[src/rtl/ab_to_phase.sv]
module ab_to_phase #(
  parameter int DW = 16
) (
  input  logic          clk,
  input  logic          rst,
  input  logic          in_vld,
  input  logic [DW-1:0] alpha,
  input  logic [DW-1:0] beta,
  output logic          out_vld,
  output logic [DW-1:0] ph_a,
  output logic [DW-1:0] ph_b
);
  localparam int FB = 16;
  localparam int XW = DW + FB + 2;
  localparam logic signed [XW-1:0] K_RT3H = XW'(56756);
  localparam logic signed [XW-1:0] HALF   = XW'(1) <<< (FB - 1);
  localparam logic signed [XW-1:0] HI     = (XW'(1) <<< (DW - 1)) - XW'(1);
  localparam logic signed [XW-1:0] LO     = -(XW'(1) <<< (DW - 1));

  logic signed [XW-1:0] be_x, al_x, diff, s1_diff, rnd;
  logic        [DW-1:0] s1_a;
  logic                 s1_v;
  logic        [DW-1:0] clamp;

  assign be_x = XW'($signed(beta));
  assign al_x = XW'($signed(alpha));
  assign diff = be_x * K_RT3H - al_x * HALF;
  assign rnd  = (s1_diff + HALF) >>> FB;

  always_comb begin
    if (rnd > HI)      clamp = HI[DW-1:0];
    else if (rnd < LO) clamp = LO[DW-1:0];
    else               clamp = rnd[DW-1:0];
  end

  always_ff @(posedge clk) begin
    if (rst) begin
      s1_diff <= '0;
      s1_a    <= '0;
      s1_v    <= 1'b0;
      ph_a    <= '0;
      ph_b    <= '0;
      out_vld <= 1'b0;
    end else begin
      s1_diff <= diff;
      s1_a    <= alpha;
      s1_v    <= in_vld;
      ph_a    <= s1_a;
      ph_b    <= clamp;
      out_vld <= s1_v;
    end
  end
endmodule


[config.mk]
export PLATFORM = sky130hd
export DESIGN_NAME = ab_to_phase
export DESIGN_NICKNAME = d
export VERILOG_FILES = /design/src/rtl/ab_to_phase.sv
export SDC_FILE = /design/constraint.sdc
export NUM_CORES = 1
export LEC_CHECK = 0
export BUFFER_PORTS_ARGS = -buffer_cell sky130_fd_sc_hd__buf_2
export CAP_MARGIN = 0
export CORE_MARGIN = 2
export CORE_UTILIZATION = 40
export CTS_BUF_LIST = sky130_fd_sc_hd__clkbuf_8
export DETAILED_ROUTE_END_ITERATION = 8
export GPL_TIMING_DRIVEN = 0
export HOLD_SLACK_MARGIN = 0.05
export MAX_ROUTING_LAYER = met4
export PLACE_DENSITY = 0.69
export SETUP_SLACK_MARGIN = 0.15
export SLEW_MARGIN = 40
export SYNTH_ARGS = -nofsm -noshare
export SYNTH_HDL_FRONTEND = slang
export SYNTH_SLANG_ARGS = --single-unit
[constraint.sdc]
create_clock -name clk -period 6.9 [get_ports clk]
set_input_delay 0 -clock clk [delete_from_list [all_inputs] [get_ports clk]]
set_output_delay 0 -clock clk [all_outputs]
set_load 0.01 [all_outputs]
# Word-level counts from Yosys, hierarchy flattened
# Cells that the tools add are included.
# totals
ff_bits	84
output_inout_bits	33
elab_cells	15
# classes
n_addsub	2
n_mul	1
n_lt_le_gt_ge	2
mux	2
reduce_logical	1
# op_table
operator	count
$add A34 B17 Y34 const B	1
$sub A33 B31 Y34	1
$mul A16 B15 Y31 const B	1
$gt A18 B16 Y1 const B	1
$lt A18 B16 Y1 const B	1
$mux W16	1
$mux W15	1
$reduce_or A2 Y1	1

# Logic depth before layout (Yosys ltp)
# Gate-level depths: netlist (run 1).
# depth
word_depth	4
depth_mapped	28

# Worst setup path after synthesis (run 1)
# OpenSTA, ideal clock, no wires.
# synth_path
path_type	in2reg
start	in beta[5]
end	reg s1_diff[30]
setup_time_ns	0.062
arrival_ns	6.126
required_ns	6.838
path_slack_ns	0.712
path_stages	25
path_cell_list	ha_1 > fa_1 > inv_1 > fa_1 > inv_1 > fa_1 > fa_1 > inv_1 > fa_1 > inv_1 > ha_1 > nand4_1 > nor2_1 > a211oi_1 > and3b_1 > o21ai_1 > nand2b_1 > a311oi_1 > ha_1 > a21oi_1 > o21ai_1 > a31o_1 > a21o_1 > or4_1 > nand3_1
# synth_between
elab_chain_len	2
# synth_lines
item	line_no	source
start, declared	8	input logic [DW-1:0] beta,
$mul A16 B15 Y31	27	assign diff = be_x * K_RT3H - al_x * HALF;
$sub A33 B31 Y34	27	
end signal, assigned	45	s1_diff <= diff;
end, declared	20	logic signed [XW-1:0] be_x, al_x, diff, s1_diff, rnd;
# Every way passes these cells.
# A chain may end at the register's enable or synchronous reset.

# Worst setup path after layout (run 1)
# Ends and elaborated chain as after synthesis.

==> results of run 1 <==
==> worst max-delay path: stages <==
cell and delay, ns:
buf_2 0.14, ha_1 0.38, fa_1 0.53, inv_1 0.05, fa_1 0.50, inv_1 0.06
fa_1 0.50, fa_1 0.54, inv_1 0.05, fa_1 0.49, inv_1 0.04, ha_1 0.36
a21oi_1 0.16, o21ai_0 0.11, a211oi_2 0.20, buf_4 0.16, and3b_1 0.21, o21ai_2 0.17
nand2b_1 0.11, xor2_1 0.16, ha_1 0.23, a21o_1 0.18, a21oi_1 0.18, o21ai_1 0.18
a31o_1 0.22, a21o_1 0.22, or4_1 0.47, nand3_1 0.09
==> kinds of logic (layout without fill, tap and decap cells) <==
group	after synthesis	after routing	share of synthesized area, %
muxes	1	1	0.119
and+or+nand+nor	180	180	11.0
buffers and inverters	242	344	11.0
DFF	69	69	16.4
xor gates and xnor gates	52	52	5.41
adders and majority gates	240	240	46.2
AOI/OAI and AO/OA	126	126	9.88
==> layer usage <==
layer	track usage [%]	up-vias	part of all wire, %
met5	-	-	0
met4	3.05	0	0.99
met3	1.80	14	2.7
met2	27.3	92	49
met1	21.3	2868	47
li1	-	3065	-
==> placed cells by master (no fill, tap or decap), types with 22 or more instances in the layout <==
| cell type | Yosys | routed |
|---|---|---|
| a21o_1 | 26 | 26 |
| fa_1 | 118 | 118 |
| nand2_1 | 27 | 27 |
| inv_1 | 229 | 229 |
| buf_2 | 1 | 68 |
| a21oi_1 | 27 | 27 |
| nor2_1 | 58 | 58 |
| ha_1 | 122 | 122 |
| dfxtp_1 | 69 | 69 |
| xnor2_1 | 24 | 24 |
| nor2b_1 | 25 | 25 |
| o21ai_0 | 22 | 22 |
| xor2_1 | 28 | 28 |
==> through the flow <==
| step | setup TNS [ns] | std cells |
|---|---|---|
| global route | 0 | 1287 |
| floorplan | 0 | 910 |
| global placement | -0.187 | 1252 |
| finish | 0 | 1287 |
| CTS | 0 | 1285 |
| detailed placement | -0.231 | 1252 |
==> worst max path at each step <==
stage,start,end,slack (ns),depth (start not counted)
after global placement,beta[5],s1_diff[30],-0.19,27
after detailed placement,beta[5],s1_diff[30],-0.23,26
after CTS,beta[5],s1_diff[30],0.31,26
final,beta[5],s1_diff[30],0.47,28
after floorplan,beta[5],s1_diff[30],0.71,25
after global routing,beta[15],s1_diff[30],0.15,26
==> timing repair <==
action                                  4_1_cts  5_1_grt
buffers inserted                              0        2
hold endpoints to repair                     18        0
pin swaps                                     0        1
endpoints found under the setup margin        1        5
hold buffers                                 17        0
resized for setup                             1        3
==> state kept, by name (all words and copies together), names as in the netlist <==
register and flops:
s1_diff 19, s1_a 16, ph_b 16, s1_v 1
ph_a 16, out_vld 1
==> cell type report <==
| cell class | instances | area, um^2 | share of cell area, % |
|---|---|---|---|
| Clock buffer | 9 | 124 | 1.30 |
| Inverter | 229 | 860 | 9.05 |
| Clock inverter | 7 | 73.8 | 0.777 |
| Tap cell | 275 | 344 | 3.62 |
| Buffer | 13 | 65.1 | 0.685 |
| Timing Repair Buffer | 86 | 520 | 5.48 |
| Sequential cell | 69 | 1380 | 14.5 |
| Multi-Input combinational cell | 599 | 6130 | 64.5 |
==> metrics, run 1 <==
sequential area share after synthesis=16.4%; distinct cell type count after synthesis=61; fraction of registers with async set/reset=0%; most used flip-flop cell after synthesis=dfxtp_1; Final min period=6.43 ns; synth warn=0; later-pin clock latency in the skew report=0.34 ns; worst flop-to-flop path startpoint=s1_diff[17]; WHS Endpoint=s1_diff[30]; number of max-cap violations=0; Post-Syn Area=8420 um^2; P&R area growth vs syn=12.8%; WHS=between 0.07 and 0.08 ns; Max Freq=0.156 GHz; top post-synthesis cells by count=inv_1, ha_1, fa_1; number of diodes=0; vias in the first global route=6140; initial antenna violation count=0; Starting Density=40.4%; Worst-path clk slew=0.06 ns; skew final=0.00755 ns; Register-to-Register Path Depth=9; fill count=2047; Post-synth EDFFs=0; GRT Total Usage=16.2%; crit-path max FO=5; flop-to-flop setup slack=4.88 ns; fin area=between 9000 and 10000 um^2; Placed Area=9100 um^2; row count=53; Worst Path Required=between 7 and 8 ns; Final nets=1282; share of post-route cells with drive strength above 1=10.2%; CTS tree=built; count leader, synth=inv_1; FF+latch count, synth=69; Max Slew Vio Count=0; CTS buffer count=9; Detail Route Antenna Nets=0; hold path start=rst; post-synth net total=1185; initial DRC count=about 220; final core occ=between 40% and 50%; TritonRoute pass-1 iters=4; root buf cell=clkbuf_8; core area=20800 um^2; final hold violation count=0; Slew headroom=52.0%; clock sinks=between 60 and 70; port bufs=67; crit end category=flip-flop; final setup margin=0.472 ns; Placer Congestion=0.903; post-synth top area share=between 20 and 30%; Die X=149 um; clock buffer depth=2; WL final=16.4 mm; Post-Syn Area per Cell=9.25 um^2; arrival time at the worst endpoint=6.70 ns; Die Ht=149 um; Wirelength per Cell=12.8 um; first-pass GRT wire length=28.4 mm; Worst Hold Class=in2reg; dominant cell type by area after synthesis=fa_1; status=completed; Worst Tran Pin Value=0.720 ns; Remaining DRCs=0; RR Endpoint=ph_b[9]; Hold Path Cell Cnt=3; IO Pins=68; Max H-tree Level=3; setup violators final=0; final period utilization=93.2%; startpoint types=input port; largest cells by area after synthesis=fa_1, ha_1, dfxtp_1; vias=6039; RSZ-0062 raised after global routing=no; DP HPWL=14.6 mm; Avg Vias per Cell=4.69; Syn Inst Count=910; post-place setup slack=-0.231 ns; largest net degree at the start of global routing=14; WS Path Type=in2reg; gr ovfl total=0; full die area=22200 um^2
Power of run 1 is left out: the tool's default activity adds up to more than one toggle a clock period on the data nets, which glitch-free logic cannot reach.
==> inputs of run 2 (changes only) <==
--- a/config.mk
+++ b/config.mk
@@ -5,16 +5,15 @@
 export SDC_FILE = /design/constraint.sdc
 export NUM_CORES = 1
 export LEC_CHECK = 0
-export BUFFER_PORTS_ARGS = -buffer_cell sky130_fd_sc_hd__buf_2
 export CAP_MARGIN = 0
 export CORE_MARGIN = 2
 export CORE_UTILIZATION = 40
 export CTS_BUF_LIST = sky130_fd_sc_hd__clkbuf_8
 export DETAILED_ROUTE_END_ITERATION = 8
+export DONT_BUFFER_PORTS = 1
 export GPL_TIMING_DRIVEN = 0
-export HOLD_SLACK_MARGIN = 0.05
 export MAX_ROUTING_LAYER = met4
-export PLACE_DENSITY = 0.69
+export PLACE_DENSITY = 0.66
 export SETUP_SLACK_MARGIN = 0.15
 export SLEW_MARGIN = 40
 export SYNTH_ARGS = -nofsm -noshare
==> run 2 against run 1 <==
Against the previous run:
- global-route usage decreased by 0.11 points
- first-iteration DRC count decreased by 11%
- wire length increased by 0.81%
- clock skew about the same
- hold slack got worse by 0.041 ns
- utilization decreased by 1.8 points
- non-clock buffer count decreased by 68
- cell count decreased by 5.3%
- clock-buffer cell count unchanged
- critical endpoint unchanged
==> metrics, run 2 (synthesis results as in run 1) <==
status=completed; Avg Vias per Cell=4.77 (+1.6%); Detail Route Antenna Nets=0 (unchanged); first-pass GRT wire length=27.9 mm (-1.9%); Worst Hold Class=in2reg; full die area=22200 um^2 (unchanged); number of diodes=0 (unchanged); core area=20800 um^2 (unchanged); number of max-cap violations=0 (unchanged); RSZ-0062 raised after global routing=no; WL final=16.5 mm (+0.81%); DP HPWL=14.7 mm (+1.1%); Biggest register=s1_diff; final period utilization=92.6% (-0.57 points); Final min period=6.39 ns (-0.0390 ns); Worst-path clk slew=0.08 ns (+0.02 ns); Post CTS Setup Buffer Count=0 (unchanged); IO Pins=68 (unchanged); vias=5814 (-3.7%); Max Freq=0.157 GHz (+0.61%); clock buffer depth=2 (unchanged); Max Slew Vio Count=0 (unchanged); skew final=0.00752 ns (-0.0000307 ns); Remaining DRCs=0 (unchanged); setup violators final=0 (unchanged); Wirelength per Cell=13.6 um (+6.4%); vias in the first global route=5913 (-3.7%); initial antenna violation count=0 (unchanged); Starting Density=40.4% (unchanged); later-pin clock latency in the skew report=0.34 ns (about the same); initial DRC count=194 (-11%); crit end category=flip-flop; largest net degree at the start of global routing=14 (unchanged); clock sinks=69 (unchanged); TritonRoute pass-1 iters=4 (unchanged); root buf cell=clkbuf_8; crit-path max FO=5 (unchanged); Worst Path Required=7.18 ns (about the same); commonest non-fill, non-tap cell in the layout=inv_1; Die Ht=149 um (unchanged); Final nets=1214 (-5.3%); port bufs=0 (-100%); CTS tree=built; row count=53 (unchanged); Max H-tree Level=3 (unchanged); Die X=149 um (unchanged); hold path start=rst; share of post-route cells with drive strength above 1=3.39% (-6.8 points); startpoint types=input port; final core occ=43.8% (-1.8 points); GRT Total Usage=16.1% (-0.11 points); flop-to-flop setup slack=4.88 ns (about the same); final hold violation count=0 (unchanged); arrival time at the worst endpoint=6.67 ns (-0.03 ns); worst flop-to-flop path startpoint=s1_diff[17]; gr ovfl total=0 (unchanged); most frequent cells in the layout=inv_1, ha_1, fa_1; Worst Tran Pin Value=0.706 ns (-0.0135 ns); Placer Congestion=0.901 (-0.22%); WS Path Type=in2reg; Largest register FFs=19 (unchanged); Slew headroom=52.9% (+0.90 points); CTS buffer count=9 (unchanged); Critical path origin=beta[5]; P&R area growth vs syn=8.34%
## run 2: cell count changes in the layout (fill, tap and decap cells not counted), sizes merged
cell,before,now
inv,230,231
dlygate4sd3,17,18
buf,75,6
bufinv,1,0
## run 2: cell type report
type / instances / area (um^2)
plain buffers: 13 / 65.1
multi-input cells: 599 / 6120
well taps: 275 / 344
clock buffers: 9 / 124
flip-flops and latches: 69 / 1380
inverters: 229 / 860
fillers: 2035 / 11700
repair buffers: 18 / 180
clock inverters: 7 / 48.8
## run 2: final timing paths
path | cells after the start | to
max reg2reg | 9 | ph_b[12]
min reg2reg | 1 | ph_a[4]
max | 26 | s1_diff[30]
min | 2 | out_vld
## run 2: per-stage QoR
| step | hold WS, ns | cell area [um^2] | TNS [ns] | worst slack, ns | instances |
|---|---|---|---|---|---|
| after CTS | 0.0288 | 9110 | 0 | 0.283 | 1219 |
| after detailed placement | 0.134 | 8760 | -0.0365 | -0.0365 | 1185 |
| after global placement | 0.130 | 8760 | -0.0203 | -0.0203 | 1185 |
| after floorplan | 0.128 | 8420 | 0 | 0.712 | 910 |
| after global routing | 0.0745 | 9120 | 0 | 0.158 | 1219 |
| final | 0.0358 | 9120 | 0 | 0.511 | 1219 |
## run 2: worst max-delay path, cell delays in order
cell and delay (ns):
ha_1 0.37, fa_1 0.52, inv_1 0.05, fa_1 0.49, inv_1 0.06, fa_1 0.50, fa_1 0.54, inv_1 0.05
fa_1 0.49, inv_1 0.04, ha_1 0.36, a21oi_1 0.14, o21ai_0 0.12, a211oi_2 0.36, and3b_1 0.25, o21ai_1 0.22
nand2b_1 0.12, xor2_1 0.16, ha_1 0.23, a21o_1 0.18, a21oi_1 0.21, o21ai_1 0.19, a31o_1 0.22, a21o_1 0.21
or4_1 0.47, nand3_1 0.09
## run 2: timing repair
| item | CTS | global route |
|---|---|---|
| hold buffers | 18 | 0 |
| endpoints found under the setup margin | 0 | 1 |
| gates resized for setup | 0 | 1 |
| hold endpoints to repair | 25 | 0 |
## run 2: per-layer routing
metal  share of wire, %  global-route usage, %
met3                2.7                   1.87
met4                1.6                   4.62
met1                 48                   20.8
met5                  0                      -
met2                 48                   26.6
Power of run 2 is left out for the same reason.
==> inputs of run 3 (changes only) <==
--- a/config.mk
+++ b/config.mk
@@ -6,14 +6,14 @@
 export NUM_CORES = 1
 export LEC_CHECK = 0
 export CAP_MARGIN = 0
-export CORE_MARGIN = 2
 export CORE_UTILIZATION = 40
 export CTS_BUF_LIST = sky130_fd_sc_hd__clkbuf_8
+export CTS_CLUSTER_DIAMETER = 100
 export DETAILED_ROUTE_END_ITERATION = 8
 export DONT_BUFFER_PORTS = 1
 export GPL_TIMING_DRIVEN = 0
 export MAX_ROUTING_LAYER = met4
-export PLACE_DENSITY = 0.66
+export PLACE_DENSITY = 0.6
 export SETUP_SLACK_MARGIN = 0.15
 export SLEW_MARGIN = 40
 export SYNTH_ARGS = -nofsm -noshare
==> run 3 against run 2 <==
Against the previous run:
- die area down 2.7%
- register-to-register slack worse by 0.02 ns
- wire length fell by 1.0%
- critical path depth increased by 1
- global-route usage is 0.60 points higher
- via count hardly changed
- maximum frequency is 0.74% higher
- final area is 0.37% higher
- sequential share of layout area fell by 0.056 points
- first-iteration DRC count rose by 19%
- highest routed layer unchanged
==> metrics, run 3 (synthesis results as in run 1) <==
root buf cell=clkbuf_8; vias=5810 (-0.069%); Slew headroom=53.0% (+0.20 points); P&R area growth vs syn=8.74%; Worst Hold Class=in2reg; Biggest register=s1_diff; skew final=0.00702 ns (-0.000500 ns); CTS tree=built; Final nets=1216 (+0.16%); WHS=0.0658 ns (+0.0300 ns); setup violators final=0 (unchanged); share of post-route cells with drive strength above 1=3.59% (+0.20 points); clock buffer depth=2 (unchanged); startpoint types=input port; TritonRoute pass-1 iters=6 (+2); first-pass GRT wire length=28.1 mm (+0.89%); WS Path Type=in2reg; RSZ-0062 raised after global routing=no; CTS buffer count=9 (unchanged); IO Pins=68 (unchanged); core area=20400 um^2 (-1.9%); Worst Tran Pin Value=0.687 ns (-0.0199 ns); Die X=147 um (-1.3%); Final min period=6.34 ns (-0.0467 ns); clock sinks=69 (unchanged); largest net degree at the start of global routing=14 (unchanged); number of diodes=0 (unchanged); commonest non-fill, non-tap cell in the layout=inv_1; status=completed; number of max-cap violations=0 (unchanged); Largest register FFs=19 (unchanged); final period utilization=91.9% (-0.68 points); vias in the first global route=5920 (+0.12%); final hold violation count=0 (unchanged); Max Slew Vio Count=0 (unchanged); full die area=21600 um^2 (-2.7%); WL final=16.4 mm (-1.0%); Avg Vias per Cell=4.78 (+0.18%); Worst Path Required=7.18 ns (about the same); Wirelength per Cell=13.5 um (-0.80%); initial DRC count=230 (+19%); Max Freq=0.158 GHz (+0.74%); gr ovfl total=0 (unchanged); DP HPWL=14.6 mm (-1.0%); row count=52 (-1.9%); Detail Route Antenna Nets=0 (unchanged); crit end category=flip-flop; crit-path max FO=5 (unchanged); Placer Congestion=0.842 (-6.5%); Starting Density=41.2% (+0.78 points); Die Ht=147 um (-1.3%); arrival time at the worst endpoint=6.62 ns (-0.05 ns); most frequent cells in the layout=inv_1, ha_1, fa_1; later-pin clock latency in the skew report=0.34 ns (about the same); Remaining DRCs=0 (unchanged); Max H-tree Level=3 (unchanged); GRT Total Usage=16.7% (+0.60 points); Worst-path clk slew=0.08 ns (about the same); port bufs=0 (unchanged); initial antenna violation count=0 (unchanged)
==> run 3: path summary, 6_finish.rpt <==
| path | slack [ns] | cells after the start | startpoint | end |
|---|---|---|---|---|
| max | 0.56 | 27 | beta[5] | s1_diff[30] |
| min | 0.07 | 2 | rst | ph_a[9] |
| max reg2reg | 4.86 | 9 | s1_diff[18] | ph_b[8] |
| min reg2reg | 0.43 | 1 | s1_a[5] | ph_a[5] |
==> run 3: final cells by class <==
cell class	instances	area, um^2
Buffer	13	65.1
Clock buffer	9	124
Clock inverter	7	73.8
Fill cell	2002	11300
Inverter	229	860
Multi-Input combinational cell	599	6120
Sequential cell	69	1380
Tap cell	270	338
Timing Repair Buffer	20	195
==> run 3: critical path, stage by stage <==
cell,delay (ns)
ha_1,0.37
fa_1,0.53
inv_1,0.05
fa_1,0.49
inv_1,0.06
fa_1,0.50
fa_1,0.54
inv_1,0.05
fa_1,0.49
inv_1,0.04
ha_1,0.36
a21oi_1,0.15
o21ai_0,0.11
a211oi_2,0.21
buf_4,0.17
and3b_1,0.19
o21ai_1,0.22
nand2b_1,0.12
xor2_1,0.15
ha_1,0.22
a21o_1,0.18
a21oi_1,0.21
o21ai_1,0.18
a31o_1,0.22
a21o_1,0.21
or4_1,0.47
nand3_1,0.10
==> run 3: timing repair <==
action / CTS / global route
hold buffers: 18 / 0
endpoints found under the setup margin: 0 / 3
gates resized for setup: 0 / 1
buffers inserted: 0 / 2
endpoints found under the hold margin: 25 / 0
==> run 3: metal layers <==
layer | vias to the layer above | part of all wire (%) | global-route usage (%)
met1 | 2771 | 48 | 22.1
met3 | 11 | 3.1 | 1.99
li1 | 2938 | - | -
met2 | 90 | 48 | 27.7
met4 | 0 | 0.76 | 2.78
met5 | - | 0 | -
==> run 3: metrics by stage <==
| step | setup TNS (ns) | cells | utilization (%) | setup WS (ns) | instance area, um^2 |
|---|---|---|---|---|---|
| after global placement | -0.0906 | 1180 | 42.9 | -0.0906 | 8760 |
| after CTS | 0 | 1214 | 44.7 | 0.247 | 9130 |
| final | 0 | 1216 | 44.8 | 0.558 | 9150 |
| after floorplan | 0 | 910 | - | 0.712 | 8420 |
| after detailed placement | -0.0924 | 1180 | 42.9 | -0.0924 | 8760 |
| after global routing | 0 | 1216 | 44.8 | 0.124 | 9150 |
Power of run 3 is left out for the same reason.
